--- src/rtl/dma_eng_pkg.sv ---
package dma_eng_pkg;

  typedef enum logic [1:0] {
    AM_FIXED = 2'b00,
    AM_INC   = 2'b01,
    AM_RING  = 2'b10,
    AM_HOLD  = 2'b11
  } addr_mode_e;

  typedef enum logic [1:0] {
    SQ_IDLE  = 2'b00,
    SQ_READ  = 2'b01,
    SQ_WRITE = 2'b10
  } seq_state_e;

endpackage

--- src/rtl/dma_addr_unit.sv ---
module dma_addr_unit
  import dma_eng_pkg::*;
#(
  parameter int ADDR_W   = 24,
  parameter int OFS_W    = 16,
  parameter int RING_LOG = 5,
  parameter int RSEL_W   = 3
) (
  input  logic              clk,
  input  logic              rst_n,
  input  logic              load,
  input  logic [ADDR_W-1:0] load_addr,
  input  logic [1:0]        load_mode,
  input  logic [RSEL_W-1:0] load_rsel,
  input  logic              half,
  input  logic              advance,
  output logic [ADDR_W-1:0] cur_addr
);

  logic [ADDR_W-1:0]   addr_q, addr_d;
  logic [ADDR_W-1:0]   start_q, start_d;
  logic [1:0]          mode_q, mode_d;
  logic [RSEL_W-1:0]   rsel_q, rsel_d;
  logic [RING_LOG-1:0] rcnt_q, rcnt_d;
  logic [RING_LOG-1:0] ring_last;
  logic [OFS_W-1:0]    step;
  logic [OFS_W-1:0]    ofs_next;
  logic [ADDR_W-1:0]   stepped;
  logic                upd;

  // the last ring index is 2^(sel+1)-1, and a select beyond the range saturates
  always_comb begin
    if (int'(rsel_q) >= RING_LOG - 1) begin
      ring_last = {RING_LOG{1'b1}};
    end else begin
      ring_last = {RING_LOG{1'b1}} >> (RING_LOG - 1 - int'(rsel_q));
    end
  end

  assign step     = half ? OFS_W'(2) : OFS_W'(1);
  assign ofs_next = addr_q[OFS_W-1:0] + step;
  // the bank bits are carried over unchanged and only the offset wraps
  assign stepped  = {addr_q[ADDR_W-1:OFS_W], ofs_next};
  assign upd      = load | advance;

  always_comb begin
    addr_d  = addr_q;
    start_d = start_q;
    mode_d  = mode_q;
    rsel_d  = rsel_q;
    rcnt_d  = rcnt_q;
    if (load) begin
      addr_d  = load_addr;
      start_d = load_addr;
      mode_d  = load_mode;
      rsel_d  = load_rsel;
      rcnt_d  = '0;
    end else if (advance) begin
      case (mode_q)
        AM_INC: addr_d = stepped;
        AM_RING: begin
          if (rcnt_q == ring_last) begin
            addr_d = start_q;
            rcnt_d = '0;
          end else begin
            addr_d = stepped;
            rcnt_d = rcnt_q + 1'b1;
          end
        end
        default: addr_d = addr_q;
      endcase
    end
  end

  always_ff @(posedge clk or negedge rst_n) begin
    if (!rst_n) begin
      addr_q  <= '0;
      start_q <= '0;
      mode_q  <= AM_FIXED;
      rsel_q  <= '0;
      rcnt_q  <= '0;
    end else if (upd) begin
      addr_q  <= addr_d;
      start_q <= start_d;
      mode_q  <= mode_d;
      rsel_q  <= rsel_d;
      rcnt_q  <= rcnt_d;
    end
  end

  assign cur_addr = addr_q;

endmodule

--- src/rtl/dma_count_unit.sv ---
module dma_count_unit #(
  parameter int CNT_W = 16
) (
  input  logic             clk,
  input  logic             rst_n,
  input  logic             load,
  input  logic [CNT_W-1:0] load_val,
  input  logic             dec,
  output logic             underflow
);

  logic [CNT_W-1:0] cnt_q, cnt_d;
  logic             upd;

  assign upd = load | dec;

  always_comb begin
    cnt_d = cnt_q;
    if (load) begin
      cnt_d = load_val;
    end else if (dec) begin
      cnt_d = cnt_q - 1'b1;
    end
  end

  always_ff @(posedge clk or negedge rst_n) begin
    if (!rst_n) begin
      cnt_q <= '0;
    end else if (upd) begin
      cnt_q <= cnt_d;
    end
  end

  // the block ends when a decrement is applied to a count of zero
  assign underflow = dec && (cnt_q == '0);

endmodule

--- src/rtl/dma_seq.sv ---
module dma_seq
  import dma_eng_pkg::*;
(
  input  logic clk,
  input  logic rst_n,
  input  logic start,
  input  logic bus_ack,
  output logic idle,
  output logic rd_phase,
  output logic wr_phase,
  output logic capture,
  output logic step
);

  seq_state_e state_q, state_d;

  always_comb begin
    state_d = state_q;
    case (state_q)
      SQ_IDLE:  if (start)   state_d = SQ_READ;
      SQ_READ:  if (bus_ack) state_d = SQ_WRITE;
      SQ_WRITE: if (bus_ack) state_d = SQ_IDLE;
      default:               state_d = SQ_IDLE;
    endcase
  end

  always_ff @(posedge clk or negedge rst_n) begin
    if (!rst_n) begin
      state_q <= SQ_IDLE;
    end else begin
      state_q <= state_d;
    end
  end

  assign idle     = (state_q == SQ_IDLE);
  assign rd_phase = (state_q == SQ_READ);
  assign wr_phase = (state_q == SQ_WRITE);
  assign capture  = rd_phase && bus_ack;
  assign step     = wr_phase && bus_ack;

endmodule

--- src/rtl/dma_xfer_engine.sv ---
module dma_xfer_engine #(
  parameter int ADDR_W   = 24,
  parameter int OFS_W    = 16,
  parameter int DATA_W   = 16,
  parameter int CNT_W    = 16,
  parameter int RING_LOG = 5,
  parameter int RSEL_W   = 3
) (
  input  logic              clk,
  input  logic              rst_n,
  input  logic              cfg_load,
  input  logic [ADDR_W-1:0] cfg_src_addr,
  input  logic [ADDR_W-1:0] cfg_dst_addr,
  input  logic [CNT_W-1:0]  cfg_count,
  input  logic              cfg_unit,
  input  logic [1:0]        cfg_src_mode,
  input  logic [1:0]        cfg_dst_mode,
  input  logic [RSEL_W-1:0] cfg_src_ring,
  input  logic [RSEL_W-1:0] cfg_dst_ring,
  input  logic              xfer_req,
  output logic              chan_en,
  output logic              xfer_done,
  output logic              block_end,
  output logic              bus_req,
  output logic              bus_we,
  output logic              bus_half,
  output logic [ADDR_W-1:0] bus_addr,
  output logic [DATA_W-1:0] bus_wdata,
  input  logic [DATA_W-1:0] bus_rdata,
  input  logic              bus_ack
);

  localparam int BYTE_W = DATA_W / 2;
  localparam int NSIDE  = 2;

  // reset is asserted at once and released through two flops
  logic rst_s1_q, rst_s2_q, rst_i;
  always_ff @(posedge clk or negedge rst_n) begin
    if (!rst_n) begin
      rst_s1_q <= 1'b0;
      rst_s2_q <= 1'b0;
    end else begin
      rst_s1_q <= 1'b1;
      rst_s2_q <= rst_s1_q;
    end
  end
  assign rst_i = rst_s2_q;

  logic idle, rd_phase, wr_phase, capture, step;
  logic load_ok, start, underflow;
  logic en_q, en_d, en_upd;
  logic half_q;
  logic [DATA_W-1:0] data_q, data_d;
  logic done_q, eob_q;

  logic [NSIDE-1:0][ADDR_W-1:0] side_start;
  logic [NSIDE-1:0][1:0]        side_mode;
  logic [NSIDE-1:0][RSEL_W-1:0] side_rsel;
  logic [NSIDE-1:0][ADDR_W-1:0] side_addr;

  assign load_ok = cfg_load && idle;
  assign start   = xfer_req && en_q;

  dma_seq u_seq (
    .clk      (clk),
    .rst_n    (rst_i),
    .start    (start),
    .bus_ack  (bus_ack),
    .idle     (idle),
    .rd_phase (rd_phase),
    .wr_phase (wr_phase),
    .capture  (capture),
    .step     (step)
  );

  // side 0 is the source, side 1 the destination
  assign side_start[0] = cfg_src_addr;
  assign side_start[1] = cfg_dst_addr;
  assign side_mode[0]  = cfg_src_mode;
  assign side_mode[1]  = cfg_dst_mode;
  assign side_rsel[0]  = cfg_src_ring;
  assign side_rsel[1]  = cfg_dst_ring;

  for (genvar g = 0; g < NSIDE; g++) begin : g_side
    dma_addr_unit #(
      .ADDR_W   (ADDR_W),
      .OFS_W    (OFS_W),
      .RING_LOG (RING_LOG),
      .RSEL_W   (RSEL_W)
    ) u_addr (
      .clk       (clk),
      .rst_n     (rst_i),
      .load      (load_ok),
      .load_addr (side_start[g]),
      .load_mode (side_mode[g]),
      .load_rsel (side_rsel[g]),
      .half      (half_q),
      .advance   (step),
      .cur_addr  (side_addr[g])
    );
  end

  dma_count_unit #(.CNT_W(CNT_W)) u_count (
    .clk       (clk),
    .rst_n     (rst_i),
    .load      (load_ok),
    .load_val  (cfg_count),
    .dec       (step),
    .underflow (underflow)
  );

  always_comb begin
    en_d = en_q;
    if (load_ok) begin
      en_d = 1'b1;
    end else if (underflow) begin
      en_d = 1'b0;
    end
  end
  assign en_upd = load_ok | underflow;

  always_comb begin
    if (half_q) begin
      data_d = bus_rdata;
    end else begin
      data_d = {{(DATA_W-BYTE_W){1'b0}}, bus_rdata[BYTE_W-1:0]};
    end
  end

  always_ff @(posedge clk or negedge rst_i) begin
    if (!rst_i) begin
      en_q   <= 1'b0;
      half_q <= 1'b0;
      data_q <= '0;
      done_q <= 1'b0;
      eob_q  <= 1'b0;
    end else begin
      if (en_upd)  en_q   <= en_d;
      if (load_ok) half_q <= cfg_unit;
      if (capture) data_q <= data_d;
      done_q <= step;
      eob_q  <= underflow;
    end
  end

  logic [ADDR_W-1:0] raw_addr;
  assign raw_addr  = wr_phase ? side_addr[1] : side_addr[0];
  assign bus_req   = rd_phase | wr_phase;
  assign bus_we    = wr_phase;
  assign bus_half  = half_q;
  assign bus_addr  = half_q ? {raw_addr[ADDR_W-1:1], 1'b0} : raw_addr;
  assign bus_wdata = data_q;
  assign chan_en   = en_q;
  assign xfer_done = done_q;
  assign block_end = eob_q;

endmodule

--- config.mk ---
export PLATFORM = sky130hd
export DESIGN_NAME = dma_xfer_engine
export DESIGN_NICKNAME = d
export VERILOG_FILES = /design/src/rtl/dma_eng_pkg.sv /design/src/rtl/dma_addr_unit.sv /design/src/rtl/dma_count_unit.sv /design/src/rtl/dma_seq.sv /design/src/rtl/dma_xfer_engine.sv
export SDC_FILE = /design/constraint.sdc
export NUM_CORES = 1
export LEC_CHECK = 0
export BUFFER_PORTS_ARGS = -buffer_cell sky130_fd_sc_hd__buf_4
export CORE_MARGIN = 4
export CORE_UTILIZATION = 55
export DETAILED_ROUTE_END_ITERATION = 10
export HOLD_SLACK_MARGIN = 0.06
export PLACE_DENSITY = 0.79
export REMOVE_ABC_BUFFERS = 1
export SYNTH_ARGS = -nofsm -noshare
export SYNTH_HDL_FRONTEND = slang
export SYNTH_SLANG_ARGS = --single-unit
--- constraint.sdc ---
create_clock -name clk -period 14.65 [get_ports clk]
set_input_delay 1.465 -clock clk [delete_from_list [all_inputs] [get_ports clk]]
set_output_delay 1.465 -clock clk [all_outputs]
set_load 0.1 [all_outputs]
# --- Yosys cells after proc, flatten, opt, wreduce, memory -nomap -nowiden ---
# Index checks and enable logic that the tools add are counted.
op_classes:
  reduce_logical: 25
  magnitude_cmp: 2
  n_bitwise: 3
  n_eq_ne: 13
  shifts: 2
  add_sub_neg: 7
  mux: 30
op_table:
  columns: ["cell", "n"]
  rows:
  - ["$mux W24", 7]
  - ["$pmux W24 S2", 2]
  - ["$shr A5 B32 Y5 const A", 2]
  - ["$mux W5", 10]
  - ["$mux W16", 3]
  - ["$add A16 B16 Y16", 1]
  - ["$add A16 B2 Y16", 1]
  - ["$logic_not A16 Y1", 1]
  - ["$sub A16 B1 Y16 const B", 1]
  - ["$reduce_and A3 Y1", 5]
  - ["$reduce_bool A2 Y1", 6]
  - ["$add A5 B1 Y5 const B", 2]
  - ["$eq A5 B5 Y1", 2]
  - ["$reduce_and A5 Y1", 2]
  - ["$mux W2", 4]
  - ["$sub A3 B3 Y4 const A", 2]
  - ["$eq A2 B1 Y1 const B", 3]
  - ["$eq A2 B2 Y1 const B", 3]
  - ["$ge A3 B3 Y1 const B", 2]
  - ["$ne A2 B1 Y1 const B", 3]
  - ["$pmux W2 S3", 1]
  - ["$reduce_and A2 Y1", 3]
  - ["$reduce_bool A3 Y1", 2]
  - ["$logic_and A1 B1 Y1", 5]
  - ["4 further kinds", 9]
totals:
  inputBits: 96
  ff_bits: 156

# --- Depth between registers and ports, before layout ---
# Gate-level depths: netlist (run 1).
logic_depth:
  depth_word: 8
  ltp_mapped: 11
  mapped_depth_nobuf: 10

# --- Modules after synthesis ---
# From an unflattened synthesis (run 1), not the netlist that was laid out.
unflattened:
  hier_cells: 819
  hier_area_um2: 8393.0
by_module_without_submodules:
  columns: ["mod", "cells_per_inst", "n_inst", "area_per_inst_um2"]
  rows:
  - ["dma_addr_unit (g_side[1].u_addr)", 311, 1, 3070.4]
  - ["dma_addr_unit (g_side[0].u_addr)", 308, 1, 3059.2]
  - ["dma_xfer_engine", 94, 1, 1233.7]
  - ["dma_count_unit", 96, 1, 909.6]
  - ["dma_seq", 10, 1, 120.1]

# --- Least setup slack after synthesis (run 1) ---
# No wires, ideal clock.
synth_path:
  kind: "register to output"
  start: "reg u_seq.state_q[0]"
  end: "out bus_addr[1]"
  arrival_time_ns: 3.687
  stages_incl_launch_ff: 6
  slack_ns: 9.498
  required_ns: 13.185
  cell_sequence: "dfrtp_1 -> inv_1 -> ha_1 -> buf_2 -> buf_1 -> o21ai_0"
synth_via:
  elab_chain_cells: 2
synth_rtl:
  columns: ["item", "line_no", "source"]
  rows:
  - ["from (decl)", "dma_seq.sv:15", "seq_state_e state_q, state_d;"]
  - ["from (signal assigned)", "dma_seq.sv:31", "state_q <= state_d;"]
  - ["$eq A2 B2 Y1", "dma_seq.sv:37", "assign wr_phase = (state_q == SQ_WRITE);"]
  - ["net bus_we", "dma_xfer_engine.sv:25", "output logic bus_we,"]
  - ["$mux W24", "dma_xfer_engine.sv:147", "assign raw_addr = wr_phase ? side_addr[1] : side_addr[0];"]
  - ["to (decl)", "dma_xfer_engine.sv:27", "output logic [ADDR_W-1:0] bus_addr,"]
# The timed path passes the listed nets, and every way through them passes these cells.

# --- Final worst setup path (run 1) ---
layout_path:
  start: "reg u_seq.state_q[0]"
  end: "out bus_addr[6]"
layout_via:
  elab_chain_cells: 2
layout_rtl:
  columns: ["item", "line_no"]
  rows:
  - ["$eq A2 B2 Y1", "dma_seq.sv:37"]
  - ["$mux W24", "dma_xfer_engine.sv:147"]
# Every way passes these cells.

==> results of run 1 <==
[per-stage QoR]
stage	cell area, sq um	hold WS, ns	worst slack (ns)	util [%]	instances
floorplan	7940	0.331	9.49	-	823
global placement	9280	0.340	10.73	64.1	1154
detailed placement	9280	0.356	10.68	64.1	1154
CTS	9900	0.369	11.02	68.4	1186
global route	9900	0.367	10.80	68.4	1186
finish	9900	0.362	11.02	68.4	1186
[worst max-delay path, cell delays in order, from the launching register on]
cell,delay [ns]
dfrtp_1,0.40
inv_1,0.13
ha_1,0.17
buf_4,0.36
mux2_2,0.41
buf_4,0.24
[cell families (layout without fill, tap and decap cells)]
family	count (synthesis)	count (layout)	synth area share, %
AO/OA/AOI/OAI	158	158	12.0
XOR/XNOR	44	44	4.75
adder cells (fa/ha/maj)	23	23	3.73
buffers and inverters	63	202	3.12
flip-flops	156	156	48.1
multiplexers	68	68	9.10
other	1	1	0.0462
AND/OR/NAND/NOR	350	350	19.1
[worst max-delay path by stage]
| stage | from | end | slack [ns] | cells past startpoint |
|---|---|---|---|---|
| after floorplan | cfg_load | g_side[1].u_addr.cur_addr[7] | 9.49 | 6 |
| after global placement | cfg_load | g_side[1].u_addr.cur_addr[7] | 10.73 | 9 |
| after detailed placement | cfg_load | g_side[1].u_addr.cur_addr[7] | 10.68 | 9 |
| after CTS | u_seq.state_q[0] | bus_addr[5] | 11.02 | 5 |
| after global routing | g_side[0].u_addr.rsel_q[0] | g_side[0].u_addr.cur_addr[1] | 10.80 | 9 |
| final | u_seq.state_q[0] | bus_addr[6] | 11.02 | 5 |
[sequential cells by signal, summed over array words and instances, names as in the netlist]
name and count:
g_side.u_addr.cur_addr 48, g_side.u_addr.start_q 48, bus_wdata 16, u_count.cnt_q 16
g_side.u_addr.rcnt_q 10, g_side.u_addr.rsel_q 6, g_side.u_addr.mode_q 4, u_seq.state_q 2
block_end 1, bus_half 1, chan_en 1, rst_i 1
rst_s1_q 1, xfer_done 1
[power groups by stage]
stage	sequential [mW]	clock [mW]	combinational [mW]
after CTS	0.774	0.463	1.30
after global placement	0.771	0	1.26
after global routing	0.800	0.482	1.39
after detailed placement	0.779	0	1.29
after floorplan	0.903	0	0.861
final	0.776	0.457	1.29
[Yosys cell counts (all sizes together) (3+ instances only)]
cell | number | area share (%)
mux2 | 46 | 6.4
a22oi | 24 | 2.2
inv | 23 | 1.1
nor3 | 14 | 0.86
and3 | 6 | 0.52
nor2 | 30 | 1.4
and4 | 4 | 0.43
and2 | 5 | 0.39
a21oi | 14 | 0.86
o211ai | 5 | 0.52
nor2b | 3 | 0.23
clkbuf | 26 | 1.2
nand2 | 237 | 11
xor2 | 17 | 1.8
nand3 | 17 | 1.1
buf | 14 | 0.85
ha | 21 | 3.2
xnor2 | 27 | 2.9
o21ai | 84 | 5.2
a21o | 3 | 0.28
a31oi | 8 | 0.62
dfrtp | 156 | 48
or3 | 3 | 0.23
nor4 | 6 | 0.65
nand4 | 10 | 0.93
nand2b | 6 | 0.46
mux2i | 22 | 2.7
[metal layers]
| metal | global-route usage, % | vias to the layer above | part of all wire [%] |
|---|---|---|---|
| met5 | 0 | - | 0 |
| met1 | 33.3 | 3210 | 44 |
| li1 | - | 3211 | - |
| met2 | 38.8 | 254 | 47 |
| met3 | 4.95 | 24 | 7.4 |
| met4 | 7.40 | 0 | 1.4 |
[layout by cell type, fill, tap and decap left out, types with 21 or more instances in the layout]
master	n
mux2_2	46
buf_4	147
ha_1	21
o21ai_0	84
mux2i_1	22
dfrtp_1	155
inv_1	23
nand2_1	236
a22oi_1	24
xnor2_1	27
nor2_1	29
[area by class of cell]
class	count	area [sq um]
clock buffers	23	478
clock inverters	9	135
fillers	1164	4580
inverters	23	86.3
multi-input cells	644	3960
flip-flops and latches	156	3910
well taps	184	230
repair buffers	147	1100
==> results summary, run 1 <==
The internal power of the cells totals 1.29 mW. The top fanout value on the critical path is 29. The HPWL reported at the end of detailed placement came out at 13.5 mm. The number of iterations in the first detailed-routing pass came out at 5. The worst hold path passes through 0 cells. For this block, the initial DRC count from the detailed router was 537. The worst hold path begins at rst_s1_q.

The worst register-to-register path has a depth of 9. After clock tree synthesis, the setup repair step added 0 buffers. The combinational share of power is 51.2%. The number of sinks handled by clock tree synthesis is 156. The reg-to-reg setup timing slack is 11.03 ns. The register share of total power came out at 30.7%. Hold repair after CTS inserted 0 buffers. The flow ran to the end, and the final reports show no timing, DRC or antenna violations. The switching power summed over all nets is 1.24 mW. The via count of the first global-routing pass came out at 6556. The final cycle utilization of the critical path came out at 24.8%.

The largest net degree at the start of global routing came out at 79. The total overflow left after global routing is 0. Global routing used 24.1% of the available tracks. The number of placed I/O pins is 142. Of all flip-flops after synthesis, the portion carrying an async set or reset was 100%.

CTS placed an instance of clkbuf_16 at the clock tree root. The deepest clock path buffer count is 2. The standard cell core area is 14500 sq um. The synthesized instance count came out at 863. In this run the critical register-to-register path is launched from g_side[0].u_addr.rsel_q[0]. In this run, post-CTS repair resized a total of 0 instances. The clock group share of total power came out at 18.1%. The source-to-sink clock delay at the later pin of the worst-skew pair came out at 0.43 ns. STA classifies the critical path endpoint as a primary output. The floorplan row count is 44. Setup repair after global routing left no endpoint under its margin. The total CTS buffers is 17.

The initial core utilization is 56.0%. Across the VDD grid, the largest voltage drop is 0.293 mV. The count of final hold-check violations came out at 0. The final count of pins violating max slew is 0.

Across the routed clock network, the largest skew measured is 0.0130 ns. Timing would allow up to 0.275 GHz. For this design the static power due to leakage is 4.85 nW. TritonCTS built the clock tree. The tool flagged a number of max-cap violations equal to 0.

The net total in the final layout is 1108. The routed wire length came out at 19.9 mm. STA puts the critical path data arrival time at 2.17 ns. The total inserted antenna cells came out at 0. The worst hold path terminates at rst_i. The wire length of the first global-routing pass is 32.1 mm. The worst register-to-register path ends at g_side[0].u_addr.cur_addr[1]. The number of I/O port buffers came out at 141. At the end of routability-driven placement, the weighted congestion stood at 0.831. The fraction of layout cells with a size suffix above 1 is 23.6%. The H-tree generated during clock tree synthesis spans 4 levels. The type of element launching the critical path is a register. The detailed-route vias per instance is 5.65.

The netlist area before placement is 8110 sq um. The total negative slack for setup checks is 0 ns. In this run the worst hold path is classified as register to register. Measured against its own limit, the worst slew margin works out to 18.8%. The kind of critical path is register to primary output. Setup violations remaining at the end of the flow were counted as 0. The final critical path time including I/O delays and setup came out at 3.63 ns.

The total DRC errors in the routed layout is 0. The flip-flop and latch count after synthesis came out at 156. The switching part of the total came out at 49.1%. The die height came out at 129 microns.

For this block, the via count after detailed routing is 6699. The most used flip-flop cell after synthesis is dfrtp_1. After layout, the design draws a total of 2.53 mW.

The required time of the worst setup path is 13.19 ns. The number of distinct library cells after synthesis is 64. After clock tree synthesis, the clock-pin slew on the worst setup and hold paths is 0.06 ns. The remaining antenna violation count came out at 0.

The share of synthesized area occupied by flip-flops and latches is 48.1%. The number of enable flip-flop cells after synthesis is 0. The cell area power density came out at 255 nW/um^2.

Each instance of the synthesized netlist takes up on average 9.40 sq um. The initial antenna violation count is 0. The growth of design area from synthesis to finish came out at 22.0%. The actual transition at the worst max-transition pin is 1.21 ns.

The warning count from the yosys run is 0. The floorplan die area came out at 16800 sq um. The die width is 129 microns. After detailed routing, the average wire length per cell comes to 16.8 microns.
No activity file was read; power rests on OpenSTA's default activity.
==> run 2: changes to the inputs <==
Clock period 14.65 ns to 3.61 ns, I/O delays scaled along.
==> results summary, run 2 (same netlist as run 1, synthesis figures left out) <==
The run finished with clean final reports. The number of iterations in the first detailed-routing pass is 5. The capturing point of the worst reg2reg path is g_side[0].u_addr.cur_addr[15]. The largest net degree at the start of global routing came out at 65. Measured along the y axis, the die boundary spans 129 microns. The setup-violating endpoint count in the final report came out at 0. The clock group share of total power came out at 18.8%.

The top fanout value on the critical path came out at 15. The clock-pin slew of the registers on the worst-case setup and hold paths came out at 0.06 ns. The most numerous cell on the critical path is ha_1. The congestion estimate from routability-driven global placement came to 0.850. Final hold analysis gives a worst-case slack of 0.129 ns. For the pin with the worst max-slew slack, the measured transition is 0.865 ns.

Once detail routing completed, the nets flagged for antenna violations numbered 0. The type of the most critical hold path is input pin to register. The HPWL reported at the end of detailed placement is 14.2 mm. At the later pin of the worst-skew pair, clock insertion delay measures 0.42 ns. The required time of the worst setup path is 3.94 ns. The floorplan step defined a die boundary enclosing 16800 sq um. The initial core utilization is 56.0%. The DRC marker count from the first detailed-route iteration is 497. The deepest clock path buffer count came out at 2. The reg-to-reg setup timing slack came out at 0.55 ns.

Port buffering added 141 buffers. The worst hold path depth is 3. The number of placed I/O pins came out at 142. The wire length of the first global-routing pass is 33.9 mm. The critical path contains buffers and inverters numbering 2 combined. Traced cell by cell, the critical path runs through inv_1 > ha_1 > ha_1 > nand2b_1 > and3_1 > nor3_1 > nand4_2 > buf_4 > o21a_1 > o211ai_1. The total inserted antenna cells is 0. In this run, CTS created clock tree buffers numbering 17. The net total in the final layout came out at 1121.

The growth of design area from synthesis to finish came out at 23.7%. The routed wire length is 20.6 mm. TritonCTS built the clock tree. The cell-internal power is 5.33 mW. IR analysis of the VDD net gives a maximum drop of 1.58 mV. The largest individual stage delay along the critical path comes from the cell nand4_2.

The worst hold path begins at cfg_dst_mode[0]. The worst setup path is of the register to register kind. STA classifies the critical path endpoint as a register.

The via count of the first global-routing pass came out at 6718. The commonest non-fill, non-tap cell in the layout is nand2_1. The via count of the routed design is 6815. The initial antenna violation count came out at 0. The data arrival time of the critical path is 3.40 ns. Among cell families on the critical path, the largest total delay comes from simple AND/OR/NAND/NOR gates. The register share of total power is 30.0%. The standard cell core area came out at 14500 sq um.

For this design the static power due to leakage is 4.93 nW. The worst hold endpoint is g_side[1].u_addr.mode_q[0]. In the routed design, unresolved DRC markers number 0. From left edge to right edge, the die measures 129 microns. The maximum achievable frequency came out at 0.327 GHz. The number of maximum-capacitance constraint violations is 0. The final cycle utilization of the critical path came out at 84.8%. The final count of pins violating max slew came out at 0. The worst-case headroom to the max-slew limit came out at 42.3%. The switching part of the total came out at 48.9%. Measured on the finished design, the core utilization comes to 69.3%. Combinational logic burns 51.2% of the power.

In this run the critical register-to-register path is launched from g_side[0].u_addr.rsel_q[0]. The cell area power density came out at 1040 nW/um^2. The largest single stage delay on the critical path is 0.45 ns. The floorplan row count is 44. The residual overflow from global routing came out at 0.

In the final layout, the share of cells above drive strength 1 is 24.7%. The top cell types in the final layout, fill and taps aside, are nand2_1, buf_4, dfrtp_1. The count of final hold-check violations came out at 0.

Dividing the detail-routed wire length by the instance count gives 17.2 microns. The worst setup path is launched from a register. The number of sinks handled by clock tree synthesis came out at 156.

The switching power summed over all nets came out at 5.11 mW. Setup repair after global routing left no endpoint under its margin. The deepest level of the CTS H-tree is 4. Dividing the detail-routed via count by the number of cells gives 5.69. The tree is rooted in a clkbuf_16. The total routing usage reported by global routing is 25.6%. The clock tree skew after final layout is 0.00772 ns.

The number of cells on the worst reg-to-reg path is 10. Counting I/O delays and the setup requirement, the final critical path takes 3.06 ns.
## run 2: routing by layer
metal / track usage [%] / vias up / routed length (microns)
li1: - / 3236 / -
met1: 35.1 / 3292 / 9030
met2: 41.0 / 251 / 9690
met3: 5.40 / 36 / 1540
met4: 8.13 / 0 / 357
met5: 0 / - / 0
## run 2: worst max path at each step
| stage | slack (ns) | startpoint | cells past startpoint | end |
|---|---|---|---|---|
| final | 0.55 | g_side[0].u_addr.rsel_q[0] | 10 | g_side[0].u_addr.cur_addr[15] |
| after detailed placement | 0.54 | g_side[0].u_addr.rsel_q[0] | 10 | g_side[0].u_addr.cur_addr[15] |
| after global placement | 0.66 | g_side[0].u_addr.rsel_q[0] | 10 | g_side[0].u_addr.cur_addr[15] |
| after global routing | 0.33 | g_side[0].u_addr.rsel_q[0] | 10 | g_side[0].u_addr.cur_addr[2] |
| after CTS | 0.56 | g_side[0].u_addr.rsel_q[0] | 10 | g_side[0].u_addr.cur_addr[15] |
| after floorplan | -1.06 | rst_i | 0 | block_end |
## run 2: what timing repair did
action / 4_1_cts / 5_1_grt
hold buffers: 1 / 0
resized for setup: 0 / 0
hold endpoints to repair: 2 / 0
setup buffers: 0 / 0
## run 2: per-stage QoR
stage                     area, sq um  instances  TNS (ns)  total power, mW  setup slack, ns
after global placement           9370       1166         0             8.30            0.664
after global routing            10000       1198         0             11.1            0.335
after detailed placement         9370       1166         0             8.43            0.544
after CTS                       10000       1198         0             10.5            0.559
after floorplan                  7940        823   -180.02             7.16            -1.06
final                           10000       1198         0             10.4            0.549
## run 2: power groups by stage
stage               Combinational, mW  Sequential, mW  Clock [mW]
finish                           5.35            3.13        1.96
global route                     5.75            3.24        2.06
CTS                              5.36            3.13        1.97
detailed placement               5.29            3.14           0
global placement                 5.18            3.11           0
floorplan                        3.49            3.66           0
## run 2: final cells by class
class	count	area, sq um
clock inverter	14	219
inverter	23	86.3
tap	184	230
sequential	156	3910
clock buffer	17	425
fill	1124	4450
timing repair buffer	160	1200
multi-input combinational	644	3960
## run 2: tightest hold or removal path, stage by stage
cell and delay (ns):
buf_4 0.08, nand2_1 0.04, nand2_1 0.04
==> run 3: changes to the inputs <==
Settings changed: CORE_UTILIZATION 55 to 51, PLACE_DENSITY 0.79 to 0.77.
Clock period 3.61 ns to 2.55 ns, I/O delays scaled along.
==> results summary, run 3 (same netlist as run 1, synthesis figures left out) <==
The run finished, with violations left. The final reports fail on setup timing. After detailed routing, the total wire length is 23.3 mm. Subtracting the final worst setup slack from the clock period gives 2.67 ns. The total negative slack for setup checks came out at -1.53 ns. The number of placed I/O pins came out at 142. The total area inside the core boundary comes to 15400 sq um. The most numerous cell type found on the critical path is ha_4.

The remaining antenna violation count is 0. The start point of the critical path is g_side[1].u_addr.rsel_q[1]. In this run the worst hold path is classified as input pin to register. In the layout the commonest cells are nand2_1, buf_4, dfrtp_1.

Setup repair after global routing could not meet its margin everywhere. The required time of the worst setup path is 2.86 ns. The total routing usage reported by global routing came out at 26.2%. No sink is reached through more buffers than the 2 on the longest clock path. Of the total power, the share spent switching nets is 49.2%. The element type at the critical path end is a register. The master of the slowest instance on the critical path is or3b_4.

The critical path is of the register to register type. For this run the aggregate overflow at the end of global routing stands at 0. The combinational share of power is 54.8%. The number of cell instances on the worst register-to-register path is 9. The post-route netlist has 28.3% of its cells at a drive strength greater than 1.

The worst slack on hold paths is 0.0761 ns. The die height is 134 microns. The source-to-sink clock delay at the later pin of the worst-skew pair came out at 0.43 ns. The number of iterations in the first detailed-routing pass is 5. TritonCTS built the clock tree. After detailed routing, the number of vias per cell comes to 5.49.

The capturing point of the worst reg2reg path is g_side[1].u_addr.cur_addr[17]. The total inserted antenna cells is 0. The actual transition at the worst max-transition pin is 0.801 ns.

The die width is 134 microns. The largest net degree at the start of global routing came out at 67. The DRC marker count from the first detailed-route iteration came out at 573.

The via count of the first global-routing pass came out at 7552. On the worst path, the slowest cell contributes a delay of 0.38 ns. The floorplan row count came out at 45. Data arrives at the worst endpoint at 2.98 ns. The top fanout value on the critical path is 5. Setup violations remaining at the end of the flow were counted as 26. In the routed design, unresolved DRC markers number 0. The setup slack after layout is -0.117 ns. The final cycle utilization of the critical path came out at 105%. The cell at the root of the clock tree is clkbuf_16. The routed wire length per instance is 17.4 microns. The type of element launching the critical path is a register. The maximum achievable frequency is 0.375 GHz. The number of I/O port buffers is 141. Walking the worst path, the cells encountered are inv_2 > ha_4 > ha_4 > or3b_4 > and3_4 > nor4_4 > nand4_2 > o21a_4 > mux2_4.

The static leakage power came out at 5.46 nW. Clock skew on the completed layout was measured at 0.0108 ns. The wire length of the first global-routing pass came out at 37.6 mm. The worst register-to-register path begins at g_side[1].u_addr.rsel_q[1]. The clock-pin slew of the registers on the worst-case setup and hold paths came out at 0.07 ns. The cell-internal power came out at 7.89 mW. The register share of total power is 28.9%. The initial antenna violation count came out at 0. The switching power summed over all nets came out at 7.64 mW. The library cell used most frequently in the layout, excluding fill and tap cells, is nand2_1. The number of maximum-capacitance constraint violations is 0.

The reg-to-reg setup timing slack is -0.12 ns. The number of sinks handled by clock tree synthesis is 156. The worst-case headroom to the max-slew limit is 46.5%. The H-tree was split into 4 levels. The HPWL reported at the end of detailed placement came out at 15.0 mm.

The final count of pins violating max slew is 0. The cell area power density is 1370 nW/um^2. The area growth from synthesis to layout is 39.5%. The net total in the final layout is 1239. The die covers 18000 sq um. The count of final hold-check violations was 0. Routability-driven placement finished with a final weighted congestion of 0.820. The clock group share of total power is 16.3%.

The peak supply drop came out at 1.99 mV. The initial core utilization came out at 52.8%. The via count of the routed design is 7382. Clock tree synthesis inserted a total of 17 buffers. The most critical setup path has its endpoint at g_side[1].u_addr.cur_addr[17].
[run 3: how the worst min path moves through the flow]
stage	startpoint	endpoint	slack, ns	depth (start not counted)
finish	cfg_dst_addr[18]	g_side[1].u_addr.start_q[18]	0.08	3
global route	cfg_dst_addr[22]	g_side[1].u_addr.start_q[22]	0.08	3
CTS	cfg_dst_addr[22]	g_side[1].u_addr.start_q[22]	0.06	3
detailed placement	rst_n	rst_s1_q	0.04	1
global placement	rst_n	rst_s1_q	0.04	1
floorplan	rst_n	rst_i	-0.04	0
[run 3: through the flow]
step | std cells | power, mW | setup WS [ns] | utilization, % | cell area (sq um)
finish | 1344 | 15.5 | -0.117 | 73.6 | 11300
global route | 1344 | 16.4 | -0.183 | 73.6 | 11300
CTS | 1331 | 15.3 | -0.0651 | 72.5 | 11200
detailed placement | 1222 | 12.3 | -0.223 | 62.9 | 9660
global placement | 1222 | 12.1 | -0.157 | 62.9 | 9660
floorplan | 823 | 10.1 | -2.12 | - | 7940
[run 3: power by group through the flow]
stage	clock [mW]	sequential (mW)	combinational (mW)
finish	2.53	4.49	8.52
global route	2.67	4.61	9.09
CTS	2.55	4.44	8.28
detailed placement	0	4.45	7.82
global placement	0	4.41	7.65
floorplan	0	5.19	4.95
[run 3: layer usage]
layer / up-vias / share of wire [%] / track usage, % / routed length, microns
met1: 3590 / 42 / 33.7 / 9760
met5: - / 0 / 0 / 0
li1: 3475 / - / - / -
met3: 33 / 6.9 / 5.89 / 1610
met4: 0 / 1.8 / 7.75 / 418
met2: 284 / 50 / 44.5 / 11600
[run 3: final cells by class]
| cell class | instances | area [sq um] |
|---|---|---|
| Multi-Input combinational cell | 645 | 4140 |
| Fill cell | 1086 | 4060 |
| Sequential cell | 156 | 3910 |
| Timing Repair Buffer | 277 | 2330 |
| Clock buffer | 20 | 447 |
| Tap cell | 211 | 264 |
| Clock inverter | 12 | 138 |
| Inverter | 23 | 90.1 |
[run 3: timing repair]
| item | 4_1_cts | 5_1_grt |
|---|---|---|
| pin swaps | 11 | 3 |
| gates resized for setup | 35 | 24 |
| hold buffers | 70 | 0 |
| endpoints found under the setup margin | 50 | 42 |
| endpoints found under the hold margin | 71 | 0 |
| buffers inserted | 6 | 12 |
| cloned | 1 | 1 |
[run 3: worst max-delay path, delay by kind of cell, from the launching register on]
| family | cells | cell delay, ns |
|---|---|---|
| and+or+nand+nor | 4 | 1.08 |
| adders and majority gates | 2 | 0.42 |
| DFF | 1 | 0.37 |
| AOI/OAI and AO/OA | 1 | 0.30 |
| muxes | 1 | 0.30 |
| buffers and inverters | 1 | 0.06 |
